==> src/rtl/xtc_pkg.sv <==
package xtc_pkg;
  localparam int GRP_W  = 4;
  localparam int CODE_W = 5;

  function automatic logic win_clean5(input logic [CODE_W-1:0] w);
    logic ok;
    ok = 1'b1;
    for (int i = 0; i < CODE_W - 2; i++) begin
      if (w[i +: 3] == 3'b010 || w[i +: 3] == 3'b101) ok = 1'b0;
    end
    return ok;
  endfunction

  function automatic logic [CODE_W-1:0] grp_encode(input logic [GRP_W-1:0] v);
    logic [CODE_W-1:0] res;
    int n;
    res = '0;
    n = 0;
    for (int c = 0; c < (1 << CODE_W); c++) begin
      if (win_clean5(CODE_W'(c))) begin
        if (n == int'(v)) res = CODE_W'(c);
        n++;
      end
    end
    return res;
  endfunction

  function automatic logic [GRP_W-1:0] grp_decode(input logic [CODE_W-1:0] code);
    logic [GRP_W-1:0] res;
    int n;
    res = '0;
    n = 0;
    for (int c = 0; c < (1 << CODE_W); c++) begin
      if (win_clean5(CODE_W'(c))) begin
        if (CODE_W'(c) == code) res = GRP_W'(n);
        n++;
      end
    end
    return res;
  endfunction
endpackage

==> src/rtl/xtc_encoder.sv <==
module xtc_encoder
  import xtc_pkg::*;
#(
  parameter int NGRP = 4
) (
  input  logic                   clk,
  input  logic                   rst,
  input  logic                   in_valid,
  input  logic [NGRP*GRP_W-1:0]  in_data,
  output logic                   out_valid,
  output logic [NGRP*CODE_W-1:0] out_wires,
  output logic [NGRP-1:0]        out_pol
);
  localparam int BUS_W = NGRP * CODE_W;

  logic [BUS_W-1:0] raw_code;
  logic [BUS_W-1:0] st_w [NGRP];
  logic [NGRP-1:0]  st_p [NGRP];
  logic [NGRP-1:0]  st_v;
  logic [NGRP-1:0]  flip;
  logic [BUS_W-1:0] fmask [NGRP];

  for (genvar g = 0; g < NGRP; g++) begin : g_lut
    assign raw_code[g*CODE_W +: CODE_W] = grp_encode(in_data[g*GRP_W +: GRP_W]);
  end

  // Stage s settles group s; groups below it are already final in stage s-1.
  always_comb begin
    flip[0]  = 1'b0;
    fmask[0] = '0;
    for (int s = 1; s < NGRP; s++) begin
      flip[s]  = st_w[s-1][s*CODE_W-1] ^ st_w[s-1][s*CODE_W];
      fmask[s] = '0;
      fmask[s][s*CODE_W +: CODE_W] = {CODE_W{flip[s]}};
    end
  end

  always_ff @(posedge clk) begin
    if (rst) begin
      st_v <= '0;
      for (int s = 0; s < NGRP; s++) begin
        st_w[s] <= '0;
        st_p[s] <= '0;
      end
    end else begin
      st_v[0]    <= in_valid;
      st_w[0]    <= raw_code ^ fmask[0];
      st_p[0]    <= '0;
      st_p[0][0] <= flip[0];
      for (int s = 1; s < NGRP; s++) begin
        st_v[s]    <= st_v[s-1];
        st_w[s]    <= st_w[s-1] ^ fmask[s];
        st_p[s]    <= st_p[s-1];
        st_p[s][s] <= flip[s];
      end
    end
  end

  assign out_valid = st_v[NGRP-1];
  assign out_wires = st_w[NGRP-1];
  assign out_pol   = st_p[NGRP-1];
endmodule

==> src/rtl/xtc_decoder.sv <==
module xtc_decoder
  import xtc_pkg::*;
#(
  parameter int NGRP = 4
) (
  input  logic                   clk,
  input  logic                   rst,
  input  logic                   in_valid,
  input  logic [NGRP*CODE_W-1:0] in_wires,
  input  logic [NGRP-1:0]        in_pol,
  output logic                   out_valid,
  output logic [NGRP*GRP_W-1:0]  out_data
);
  logic [NGRP*GRP_W-1:0] dec_comb;

  for (genvar g = 0; g < NGRP; g++) begin : g_inv
    assign dec_comb[g*GRP_W +: GRP_W] =
      grp_decode(in_wires[g*CODE_W +: CODE_W] ^ {CODE_W{in_pol[g]}});
  end

  always_ff @(posedge clk) begin
    if (rst) begin
      out_valid <= 1'b0;
      out_data  <= '0;
    end else begin
      out_valid <= in_valid;
      out_data  <= dec_comb;
    end
  end
endmodule

==> src/rtl/xtc_codec.sv <==
module xtc_codec
  import xtc_pkg::*;
#(
  parameter int DATA_W = 16,
  localparam int NGRP  = DATA_W / GRP_W,
  localparam int BUS_W = NGRP * CODE_W
) (
  input  logic              clk,
  input  logic              rst,
  input  logic              in_valid,
  input  logic [DATA_W-1:0] in_data,
  output logic              bus_valid,
  output logic [BUS_W-1:0]  bus_wires,
  output logic [NGRP-1:0]   bus_pol,
  output logic              dec_valid,
  output logic [DATA_W-1:0] dec_data
);
  xtc_encoder #(.NGRP(NGRP)) u_enc (
    .clk       (clk),
    .rst       (rst),
    .in_valid  (in_valid),
    .in_data   (in_data),
    .out_valid (bus_valid),
    .out_wires (bus_wires),
    .out_pol   (bus_pol)
  );

  xtc_decoder #(.NGRP(NGRP)) u_dec (
    .clk       (clk),
    .rst       (rst),
    .in_valid  (bus_valid),
    .in_wires  (bus_wires),
    .in_pol    (bus_pol),
    .out_valid (dec_valid),
    .out_data  (dec_data)
  );
endmodule

==> config.mk <==
export PLATFORM = sky130hd
export DESIGN_NAME = xtc_codec
export DESIGN_NICKNAME = d
export VERILOG_FILES = /design/src/rtl/xtc_pkg.sv /design/src/rtl/xtc_encoder.sv /design/src/rtl/xtc_decoder.sv /design/src/rtl/xtc_codec.sv
export SDC_FILE = /design/constraint.sdc
export NUM_CORES = 1
export LEC_CHECK = 0
export ABC_AREA = 1
export ABC_CLOCK_PERIOD_IN_PS = 1400
export BUFFER_PORTS_ARGS = -buffer_cell sky130_fd_sc_hd__buf_2
export CORE_ASPECT_RATIO = 1.5
export CORE_MARGIN = 4
export CORE_UTILIZATION = 35
export DETAILED_ROUTE_END_ITERATION = 8
export GPL_TIMING_DRIVEN = 1
export PLACE_DENSITY_LB_ADDON = 0.1
export SKIP_CTS_REPAIR_TIMING = 1
export SYNTH_ARGS = -nofsm -noshare
export SYNTH_HDL_FRONTEND = slang
export SYNTH_SLANG_ARGS = --single-unit
==> constraint.sdc <==
create_clock -name clk -period 1.4 [get_ports clk]
set_clock_uncertainty 0.15 [all_clocks]
set_input_delay 0.21 -clock clk [delete_from_list [all_inputs] [get_ports clk]]
set_output_delay 0.21 -clock clk [all_outputs]
set_load 0.02 [all_outputs]
* Yosys cells after proc, flatten, opt, wreduce, memory -nomap -nowiden
Memories as Yosys holds them, arrays and structs flattened.
Index checks and enable logic that the tools add are counted.
W data, S select, Z words.
** Storage, ports and cells
- RAM bits :: 96
- Word-level logic and storage cells :: 282
- Input port bits :: 19
- Bits in registers :: 21
- Memories :: 2
** Operators by class
- Bitwise gates (word level) :: 22
- Eq/ne operators :: 120
- Mux-type cells :: 135
** Memories
- u_enc.st_w :: words 4, bits a word 20, read ports 4, clocked after memory_dff 0, wr ports 4, line xtc_encoder.sv:17 : logic [BUS_W-1:0] st_w [NGRP];
- u_enc.st_p :: words 4, bits a word 4, read ports 4, clocked after memory_dff 0, wr ports 4, line xtc_encoder.sv:18 : logic [NGRP-1:0] st_p [NGRP];
** Operators with widths (number)
- $mux W5 :: 55
- $mux W4 :: 59
- $eq A5 B5 Y1 const A :: 32
- $eq A4 B4 Y1 const A :: 32
- $mux W20 :: 4
- $eq A3 B4 Y1 const A :: 16
- $eq A4 B5 Y1 const A :: 12
- $eq A3 B5 Y1 const A :: 8
- $eq A2 B4 Y1 const A :: 8
- $eq A1 B5 Y1 const A :: 4
- $eq A2 B5 Y1 const A :: 4
- $xor A20 B10 Y20 :: 1
- $xor A20 B15 Y20 :: 1
- $xor A20 B20 Y20 :: 1
- $xor A5 B5 Y5 :: 4
- $eq A1 B4 Y1 const A :: 4
- $mux W1 :: 15
- $or A1 B1 Y1 :: 12
- $mux W2 :: 2
- $xor A1 B1 Y1 :: 3

* Logic depth before layout (Yosys ltp)
Gate-level depths: netlist of run 1.
An unclocked memory read counts as a cell.
- Depth in word-level cells :: 18
- Gate-level depth with buffers :: 12
- Mapped depth without buffers :: 11

* Hierarchy
Synthesis of run 1 repeated with hierarchy kept, for this count alone.
** Second synthesis, totals
- Cell total of the unflattened synthesis :: 662
- Area total of the unflattened synthesis :: 4693.3 µm²
** Modules (own cells, without submodules)
- xtc_encoder :: times used 1, seq. area each 1801.7 µm², cells an instance 373, area each 2989.1 µm²
- xtc_decoder :: times used 1, seq. area each 340.3 µm², cells an instance 289, area each 1704.1 µm²

* Worst setup path after synthesis of run 1
No wires, ideal clock.
- Path kind :: register to register
- Start :: mem u_enc.st_p[3][1]
- End :: reg u_dec.out_data[7]
- Path slack :: -0.262 ns
- Path buffers :: 1
- Arrival time :: 1.385 ns
- Period minus slack after synthesis :: 1.662 ns
- Cell stages (with the launch flop) :: 11
- Cell sequence :: dfxtp_1 > buf_6 > xnor2_4 > inv_2 > nand3_1 > inv_1 > nand2_1 > a21boi_1 > nand2_1 > nor2_1 > nor2_1
** RTL lines
- start: declaration :: line xtc_encoder.sv:18
- end signal: assignment :: line xtc_decoder.sv:27 : out_data <= dec_comb;
- end: declaration :: line xtc_decoder.sv:12 : output logic [NGRP*GRP_W-1:0] out_data

==> results of run 1 <==
cell type report:
| class | count | area (um^2) | share of cell area |
|---|---|---|---|
| multi-input cells | 328 | 2070 | 0.353 |
| repair buffers | 109 | 723 | 0.124 |
| inverters | 100 | 378 | 0.0645 |
| flip-flops and latches | 107 | 2190 | 0.374 |
| clock inverters | 6 | 62.6 | 0.0107 |
| well taps | 156 | 195 | 0.0333 |
| clock buffers | 10 | 239 | 0.0408 |
power breakdown:
| group | total, mW | internal (mW) | leakage [nW] | switching [mW] |
|---|---|---|---|---|
| clock network | 2.49 | 1.31 | 0.149 | 1.18 |
| registers | 3.32 | 3.22 | 0.888 | 0.104 |
| logic | 1.16 | 0.512 | 1.69 | 0.651 |
| total | 6.98 | 5.04 | 2.73 | 1.93 |
flip-flops by register name (all words and copies together), names as in the netlist:
signal / count
u_enc.st_w: 80
u_enc.st_v: 4
u_dec.out_valid: 1
u_enc.st_p: 6
u_dec.out_data: 16
final timing paths:
check / startpoint / to / slack (ns) / cells past startpoint
setup / recovery: u_enc.st_p[3][3] / u_dec.out_data[13] / -0.20 / 8
hold / removal: in_data[7] / u_enc.st_w[0][9] / -0.02 / 3
setup reg to reg: u_enc.st_p[3][3] / u_dec.out_data[13] / -0.20 / 8
hold reg to reg: u_enc.st_p[2][1] / u_enc.st_p[3][1] / 0.24 / 2
per-stage QoR:
| step | power [mW] | TNS [ns] | hold slack (ns) | worst slack [ns] |
|---|---|---|---|---|
| after floorplan | 4.13 | -0.795 | 0.167 | -0.109 |
| after global placement | 4.37 | -1.19 | 0.237 | -0.139 |
| after detailed placement | 4.39 | -1.52 | 0.232 | -0.182 |
| after CTS | 6.92 | -2.29 | -0.0938 | -0.189 |
| after global routing | 7.35 | -2.89 | 0.00727 | -0.280 |
| final | 6.98 | -1.78 | -0.0162 | -0.204 |
Yosys cell counts (all sizes together):
cell type,count,share of area
nand2,76,0.063
a211oi,5,0.0083
nor4,1,0.0014
o211ai,3,0.0061
nor2,126,0.11
clkbuf,7,0.0058
buf,29,0.049
and3,1,0.0014
nand3,37,0.042
xor2,20,0.059
or2,1,0.0014
dfxtp,107,0.47
o2111a,1,0.0025
a21oi,12,0.013
o21ai,6,0.0075
inv,100,0.083
nand4,6,0.0083
a31oi,4,0.0055
conb,1,0.00083
a21boi,1,0.0017
a311oi,1,0.0019
a41oi,1,0.0019
xnor2,12,0.039
nor3,13,0.018
worst max-delay path: cells and delay by family, from the launching register on:
kind | cells | cell delay (ns)
AO/OA/AOI/OAI | 1 | 0.18
flip-flops | 1 | 0.36
XOR/XNOR | 1 | 0.20
buffers and inverters | 2 | 0.24
AND/OR/NAND/NOR | 4 | 0.41
cells by family after synthesis:
group / synth area share
flops: 0.473
compound gates: 0.0486
buf+inv: 0.138
xor+xnor: 0.0975
simple gates: 0.242
other cells: 0.000828
routing by layer:
layer	wire (um)	global-route usage
met3	327	0.0271
met2	4620	0.203
met1	3160	0.117
met4	88	0.0432
met5	0	0
==> out/qor_table.md, run 1 <==
| Parameter | Reported |
| --- | --- |
| Count of clock tree sinks | 107 |
| FF+latch count, synth | 107 |
| Number of buffer cells added on primary ports | 59 |
| Post-synthesis area per instance | 7.93 um^2 |
| Final min period | 1.60 ns |
| Clock root buffer master | sky130_fd_sc_hd__clkbuf_16 |
| Clock latency on the worst-skew pair | 0.34 ns |
| Die Outline Area | 14,900 um^2 |
| Number of iterations in the first detailed-routing pass | 4 |
| Net count after synthesis | 590 |
| Routed vias/inst | 4.31 |
| Fraction of layout instances using a drive strength above 1 | 0.333 |
| Final Setup Violations | 12 |
| Die Y-Extent | 147 um |
| Number of global-route vias before repair | 3,196 |
| Leading cell type in the layout, fill and taps excluded | sky130_fd_sc_hd__nor2_1 |
| Congestion Overflow GR | 0 |
| Number of standard cells after synthesis | 571 |
| Count of vias placed by the detailed router | 3,516 |
| RSZ-0062 raised after global routing | true |
| Routability congestion estimate from global placement | 0.881 |
| Clock buffer count from CTS | 9 |
| Boundary pin count | 61 |
| Hold violation total from the final report | 5 |
| Count of antenna-violating nets left after detailed routing | 0 |
| Kind of critical path | reg2reg |
| Part of the Yosys area used for sequential elements | 0.473 |
| H-tree depth | 3 |
| Run status | complete, but fails checks |
| Slew at the pin closest to its max-slew limit | 0.523 ns |
| Core area | 12,600 um^2 |
| Layout Cells excl Fill | 816 |
| Crit path max-delay cell type | sky130_fd_sc_hd__dfxtp_4 |
| Synth warn | 0 |
| Placed wire-length estimate after detailed placement | 5880 um |
| Count of filler cells inserted in the layout | 1,260 |
| Least setup slack across all paths after layout | -0.204 ns |
| Drt total wl | 8200 um |
| DR DRC count | 0 |
| Maximum number of pins on one net before global-route repair | 57 |
| Number of antenna violations at the first check in global routing | 0 |
| Min-Delay Path Class | in2reg |
| Post-place instance area | 5100 um^2 |
| Number of different library cells in the post-synthesis netlist | 40 |
| Max Clock Freq | 624 MHz |
| Headroom to the max-slew limit | 0.649 |
| Post-route cell area | 5850 um^2 |
| Final worst path period share | 1.15 |
| Longest Clk Path Bufs | 2 |
| Ordered cell list for the critical path | buf_4 -> xnor2_4 -> inv_2 -> nor2_2 -> nand2_1 -> o21ai_2 -> nor3_2 -> nor2_1 |
| Starting density of the core | 0.360 |
| Total power per unit cell area | 1190 nW/um^2 |
| Clock transition at the registers of the reported paths | 0.07 ns |
| Number of nets in the finished design | 674 |
| Placed cell count | 785 |
| Lkg Pwr | 2.73 nW |
| Util after Layout | 0.466 |
| Capturing element type of the critical path | register |
| Hold Worst Slack | -0.0162 ns |
| Worst path max stage delay | 0.36 ns |
| Antenna Cells | 0 |
| Overall global routing resource usage | 0.110 |
| Maximum VDD drop | 0.603 mV |
| Launching element type of the critical path | register |
| Leading cell types in the layout, fill and taps excluded | sky130_fd_sc_hd__nor2_1, sky130_fd_sc_hd__inv_1, sky130_fd_sc_hd__dfxtp_1, sky130_fd_sc_hd__nand2_1, sky130_fd_sc_hd__buf_2 |
| First-pass GRT wire length | 13,400 um |
| Synth-to-layout area growth | 29.3% |
| Worst-path maximum fanout | 5 |
| Max-slew violation count | 0 |
| CTS tree | yes |
| Post-Synthesis Cell Area | 4530 um^2 |
| Max capacitance violation total | 0 |
| Worst EP arrival | 1.73 ns |
| Violated checks | hold timing, setup timing |
| CP Data Required Time | 1.53 ns |
| Initial detailed-routing violation count | 74 |
| Floorplan die width | 101 um |
| Cell Rows | 50 |
| DR WL/cell | 10.0 um |
(Power assumes the default switching activity.)
==> run 2: changes to the inputs <==
- SYNTH_HIERARCHICAL: default -> 1
==> out/qor_table.md, run 2 <==
| Parameter | Reported |
| --- | --- |
| Count of vias placed by the detailed router | 3,973 |
| Post-synthesis area per instance | 7.09 um^2 |
| Maximum number of pins on one net before global-route repair | 41 |
| Part of the Yosys area used for sequential elements | 0.456 |
| Clock buffer count from CTS | 9 |
| Depth of the worst register-to-register path | 9 |
| CP delay by family, top | simple AND/OR/NAND/NOR gates |
| Number of iterations in the first detailed-routing pass | 6 |
| Top_reg_cell synth | sky130_fd_sc_hd__dfxtp_1 |
| First-pass GRT wire length | 14,500 um |
| Leading cell types in the layout, fill and taps excluded | sky130_fd_sc_hd__nand2_1, sky130_fd_sc_hd__nor2_1, sky130_fd_sc_hd__inv_1, sky130_fd_sc_hd__dfxtp_1, sky130_fd_sc_hd__buf_2 |
| Boundary pin count | 61 |
| Proportion of netlist area held by the largest area contributor | 0.456 |
| Final min period | 1.64 ns |
| Dominant cell by count in the synthesized netlist | sky130_fd_sc_hd__nand2_1 |
| Post-synthesis cell type with the largest combined area | sky130_fd_sc_hd__dfxtp_1 |
| Least setup slack across all paths after layout | -0.238 ns |
| Fraction of layout instances using a drive strength above 1 | 0.324 |
| Core area | 13,100 um^2 |
| Clock root buffer master | sky130_fd_sc_hd__clkbuf_16 |
| Cell types with the highest counts after synthesis | sky130_fd_sc_hd__nand2_1, sky130_fd_sc_hd__nor2_1, sky130_fd_sc_hd__dfxtp_1 |
| Portion of total power attributed to sequential cells | 0.484 |
| DR WL/cell | 9.91 um |
| Final Setup Violations | 15 |
| Number of buffer cells added on primary ports | 59 |
| Crit-path most repeated cell | sky130_fd_sc_hd__nor2_1 |
| Final worst path period share | 1.17 |
| Run status | complete, but fails checks |
| DR DRC count | 0 |
| Post-Synthesis Cell Area | 4690 um^2 |
| Share of total power in the clock network | 0.353 |
| Worst path max stage delay | 0.38 ns |
| Launching element type of the critical path | register |
| Starting density of the core | 0.359 |
| Startpoint of the lowest-slack register-to-register path | u_enc/st_p[0][11] |
| Kind of critical path | reg2reg |
| Antenna Cells | 0 |
| Cell Rows | 51 |
| Die Y-Extent | 150 um |
| Aggregate negative setup slack | -1.76 ns |
| Longest Clk Path Bufs | 2 |
| Clock transition at the registers of the reported paths | 0.07 ns |
| Leading cell type in the layout, fill and taps excluded | sky130_fd_sc_hd__nand2_1 |
| Count of clock tree sinks | 107 |
| Biggest registers after layout | u_enc/st_w x80, u_dec/out_data x16, u_enc/st_p x6 |
| Area occupied by multi-input gates | 2330 um^2 |
| Number of global-route vias before repair | 3,540 |
| Number of flip-flops under the largest register name | 80 |
| Routed vias/inst | 4.33 |
| Count of flip-flops with a built-in enable after synthesis | 0 |
| Async SR Flop Fraction | 0 |
| Initial detailed-routing violation count | 97 |
| Net count after synthesis | 681 |
| Worst-path maximum fanout | 6 |
| Drt total wl | 9100 um |
| RSZ-0062 raised after global routing | true |
| R2r setup slk | -0.24 ns |
| Lkg Pwr | 2.95 nW |
| Crit Reg-Reg Endpoint | u_dec/out_data[12] |
| Synth warn | 6 |
| Critical path buffer and inverter count | 1 |
| CP Data Required Time | 1.49 ns |
| Placed wire-length estimate after detailed placement | 6340 um |
| Capturing element type of the critical path | register |
| Count of antenna-violating nets left after detailed routing | 0 |
| Launch point of the worst path | u_enc/st_p[0][11] |
| Overall global routing resource usage | 0.116 |
| H-tree depth | 3 |
| End of the critical path | u_dec/out_data[12] |
| Number of nets in the finished design | 773 |
| Register with the most flip-flops | u_enc/st_w |
| Synth-to-layout area growth | 31.1% |
| Combinational share of power | 0.163 |
| Count of filler cells inserted in the layout | 1,308 |
| CTS tree | yes |
| Number of different library cells in the post-synthesis netlist | 33 |
| Instance count on the critical path | 9 |
| Violated checks | hold timing, setup timing |
| Total power per unit cell area | 1100 nW/um^2 |
| Max-slew violation count | 0 |
| Leading cell types by total area after synthesis | sky130_fd_sc_hd__dfxtp_1, sky130_fd_sc_hd__nand2_1, sky130_fd_sc_hd__nor2_1 |
| Net switching power | 1.89 mW |
| Max Clock Freq | 611 MHz |
| Clock latency on the worst-skew pair | 0.34 ns |
| Worst EP arrival | 1.73 ns |
| Internal | 4.90 mW |
| Register cell area after layout | 2180 um^2 |
| Max capacitance violation total | 0 |
| FF+latch count, synth | 107 |
| Final Power | 6.79 mW |
| Routability congestion estimate from global placement | 0.880 |
| Ordered cell list for the critical path | buf_12 -> xor2_4 -> nor2_2 -> nand2_1 -> nand3_2 -> nor2_1 -> nand4_1 -> nor2_1 -> nor2_1 |
| Hold Worst Slack | -0.0197 ns |
| Floorplan die width | 103 um |
| Number of standard cells after synthesis | 662 |
| Number of antenna violations at the first check in global routing | 0 |
| Switching share of power | 0.278 |
| Hold violation total from the final report | 2 |
| Congestion Overflow GR | 0 |
| Min-Delay Path Class | in2reg |
| Maximum VDD drop | 0.508 mV |
| Crit path max-delay cell type | sky130_fd_sc_hd__dfxtp_4 |
| Die Outline Area | 15,400 um^2 |
-- run 2: cell count changes in the layout (fill, tap and decap cells not counted), sizes merged, moves of 3 or more --
| cell | delta |
|---|---|
| xor2 | -11 |
| dlygate4sd3 | +4 |
| nor3 | -13 |
| o21ai | +3 |
| xnor2 | -6 |
| a21oi | +6 |
| buf | -16 |
| nand2 | +97 |
| o211ai | -3 |
| nor2 | +36 |
-- run 2: per-stage QoR --
step | setup slack [ns] | area (um^2) | cells | hold slack, ns | utilization
5_1_grt | -0.327 | 6150 | 918 | 0.000714 | 0.470
4_1_cts | -0.240 | 5680 | 906 | -0.0865 | 0.434
3_5_place_dp | -0.221 | 5400 | 890 | 0.237 | 0.413
2_1_floorplan | -0.130 | 4810 | 662 | 0.167 | -
3_3_place_gp | -0.199 | 5400 | 890 | 0.236 | 0.413
6_report | -0.238 | 6150 | 918 | -0.0197 | 0.470
-- run 2: final cells by class --
class                   instances  area share
multi-input cells             433       0.380
clock buffers                  10      0.0372
flip-flops and latches        107       0.355
clock inverters                 6     0.00875
repair buffers                 99       0.119
well taps                     159      0.0323
inverters                     104      0.0683
-- run 2: power groups by stage --
stage          registers [mW]  clock network [mW]  logic [mW]
5_1_grt                  3.31                2.64        1.23
4_1_cts                  3.29                2.50       0.957
6_report                 3.29                2.40        1.10
2_1_floorplan            3.42                   0       0.640
3_5_place_dp             3.36                   0       0.954
3_3_place_gp             3.36                   0       0.944
-- run 2: metal layers --
layer	GRT usage	up-vias	part of all wire
li1	-	2166	-
met1	0.132	1718	0.41
met2	0.202	70	0.51
met3	0.0257	19	0.044
met4	0.0512	0	0.028
met5	0	-	0
-- run 2: logic make-up after synthesis --
group / Yosys count / synth area share
and+or+nand+nor: 379 / 0.329
buffers and inverters: 122 / 0.116
DFF: 107 / 0.456
AOI/OAI and AO/OA: 38 / 0.0477
xor gates and xnor gates: 15 / 0.0496
other: 1 / 0.000799
-- run 2: worst min-delay path by stage --
stage | from | end | slack [ns] | cells after the start
floorplan | in_valid | u_enc/st_v[0] | 0.17 | 2
global placement | u_enc/st_w[2][7] | u_enc/st_w[3][7] | 0.24 | 2
detailed placement | u_enc/st_p[0][6] | u_enc/st_p[0][10] | 0.24 | 2
CTS | in_valid | u_enc/st_v[0] | -0.09 | 3
global route | in_data[7] | u_enc/st_w[0][9] | 0.0007 | 3
finish | in_data[7] | u_enc/st_w[0][9] | -0.02 | 3
-- run 2: worst reg2reg max path: cells and delay by family, from the launching register on --
kind,cells,cell delay (ns)
xor+xnor,1,0.25
buf+inv,1,0.14
simple gates,7,0.62
flops,1,0.38
==> run 3: changes to the inputs <==
- ABC_CLOCK_PERIOD_IN_PS: 1400 -> 1600
- CAP_MARGIN: default -> 20
- clock period: 1.4 -> 1.6 ns (I/O delays scaled with it)
==> out/qor_table.md, run 3 (synthesis results as in run 2) <==
| Parameter | Reported |
| --- | --- |
| Share of total power in the clock network | 0.361 |
| Maximum VDD drop | 0.501 mV |
| Starting density of the core | 0.359 |
| Maximum number of pins on one net before global-route repair | 42 |
| Register with the most flip-flops | u_enc/st_w |
| Count of vias placed by the detailed router | 3,880 |
| Final Setup Violations | 3 |
| Number of buffer cells added on primary ports | 59 |
| CP Data Required Time | 1.68 ns |
| Count of clock tree sinks | 107 |
| Congestion Overflow GR | 0 |
| Net switching power | 1.62 mW |
| Clock buffer count from CTS | 9 |
| Run status | complete, but fails checks |
| Switching share of power | 0.278 |
| Final min period | 1.66 ns |
| Number of iterations in the first detailed-routing pass | 5 |
| Longest Clk Path Bufs | 2 |
| Portion of total power attributed to sequential cells | 0.493 |
| Hold Worst Slack | 0.0193 ns |
| Aggregate negative setup slack | -0.0869 ns |
| Leading cell types in the layout, fill and taps excluded | sky130_fd_sc_hd__nand2_1, sky130_fd_sc_hd__nor2_1, sky130_fd_sc_hd__dfxtp_1, sky130_fd_sc_hd__inv_1, sky130_fd_sc_hd__buf_2 |
| Clock transition at the registers of the reported paths | 0.07 ns |
| H-tree depth | 3 |
| Placed wire-length estimate after detailed placement | 6310 um |
| Core area | 13,100 um^2 |
| Fraction of layout instances using a drive strength above 1 | 0.230 |
| Hold violation total from the final report | 0 |
| Floorplan die width | 103 um |
| Violated checks | setup timing |
| Max capacitance violation total | 0 |
| Overall global routing resource usage | 0.115 |
| RSZ-0062 raised after global routing | true |
| Lkg Pwr | 2.75 nW |
| Synth-to-layout area growth | 21.3% |
| Initial detailed-routing violation count | 111 |
| Cell Rows | 51 |
| Final worst path period share | 1.03 |
| Routed vias/inst | 4.36 |
| Least setup slack across all paths after layout | -0.0551 ns |
| Worst-path maximum fanout | 6 |
| Clock latency on the worst-skew pair | 0.34 ns |
| Layout Cells excl Fill | 890 |
| Kind of critical path | reg2reg |
| Total power per unit cell area | 1030 nW/um^2 |
| Final Power | 5.84 mW |
| Number of global-route vias before repair | 3,474 |
| Internal | 4.22 mW |
| Min-Delay Path Class | in2reg |
| Clock root buffer master | sky130_fd_sc_hd__clkbuf_16 |
| Launching element type of the critical path | register |
| Max-slew violation count | 0 |
| Drt total wl | 8750 um |
| DR WL/cell | 9.83 um |
| Placed cell count | 868 |
| Count of filler cells inserted in the layout | 1,326 |
| Worst EP arrival | 1.74 ns |
| Die Y-Extent | 150 um |
| Combinational share of power | 0.146 |
| Area occupied by multi-input gates | 2170 um^2 |
| Count of antenna-violating nets left after detailed routing | 0 |
| Routability congestion estimate from global placement | 0.919 |
| Capturing element type of the critical path | register |
| Number of flip-flops under the largest register name | 80 |
| First-pass GRT wire length | 14,400 um |
| Antenna Cells | 0 |
| Die Outline Area | 15,400 um^2 |
| Number of nets in the finished design | 746 |
| DR DRC count | 0 |
| Leading cell type in the layout, fill and taps excluded | sky130_fd_sc_hd__nand2_1 |
| Register cell area after layout | 2160 um^2 |
| Max Clock Freq | 604 MHz |
| Number of antenna violations at the first check in global routing | 0 |
| Boundary pin count | 61 |
| CTS tree | yes |
| Biggest registers after layout | u_enc/st_w x80, u_dec/out_data x16, u_enc/st_p x6 |
-- run 3: final timing paths --
| kind | to | slack (ns) | depth (start not counted) | from |
|---|---|---|---|---|
| max reg2reg | u_dec/out_data[8] | -0.06 | 12 | u_enc/st_p[0][10] |
| min | u_enc/st_w[0][9] | 0.02 | 3 | in_data[7] |
| min reg2reg | u_enc/st_p[0][10] | 0.24 | 2 | u_enc/st_p[0][6] |
| max | u_dec/out_data[8] | -0.06 | 12 | u_enc/st_p[0][10] |
-- run 3: layout make-up --
class,instances,share of cell area
clock buffer,9,0.0396
clock inverter,6,0.0101
inverter,104,0.0712
multi-input combinational,433,0.381
sequential,107,0.379
tap,159,0.0349
timing repair buffer,72,0.0848
-- run 3: per-layer routing --
| layer | global-route usage | wire length, um | vias to the layer above |
|---|---|---|---|
| met5 | 0 | 0 | - |
| met4 | 0.0506 | 184 | 0 |
| met3 | 0.0280 | 436 | 16 |
| met2 | 0.202 | 4480 | 93 |
| met1 | 0.128 | 3650 | 1666 |
| li1 | - | - | 2105 |
-- run 3: power groups by stage --
stage / registers [mW] / logic [mW] / clock network, mW
after global routing: 2.90 / 0.960 / 2.31
after floorplan: 2.99 / 0.531 / 0
final: 2.88 / 0.854 / 2.11
after global placement: 2.93 / 0.751 / 0
after CTS: 2.87 / 0.765 / 2.20
after detailed placement: 2.94 / 0.763 / 0
-- run 3: critical path, cell delays in order, from the launching register on --
cell	delay [ns]
sky130_fd_sc_hd__dfxtp_4	0.38
sky130_fd_sc_hd__buf_12	0.16
sky130_fd_sc_hd__inv_4	0.05
sky130_fd_sc_hd__nand2_2	0.07
sky130_fd_sc_hd__nand2_4	0.06
sky130_fd_sc_hd__nand2_2	0.08
sky130_fd_sc_hd__nor2_2	0.05
sky130_fd_sc_hd__nand2_1	0.09
sky130_fd_sc_hd__nand3_1	0.10
sky130_fd_sc_hd__nor2_1	0.12
sky130_fd_sc_hd__nand4_1	0.09
sky130_fd_sc_hd__nor2_1	0.11
sky130_fd_sc_hd__nor2_1	0.04
-- run 3: through the flow --
step / cell area [um^2] / util / worst slack (ns)
floorplan: 4690 / - / 0.0301
global placement: 5140 / 0.393 / 0.0569
detailed placement: 5140 / 0.393 / 0.0225
CTS: 5420 / 0.414 / 0.00946
global route: 5690 / 0.435 / -0.163
finish: 5690 / 0.435 / -0.0551
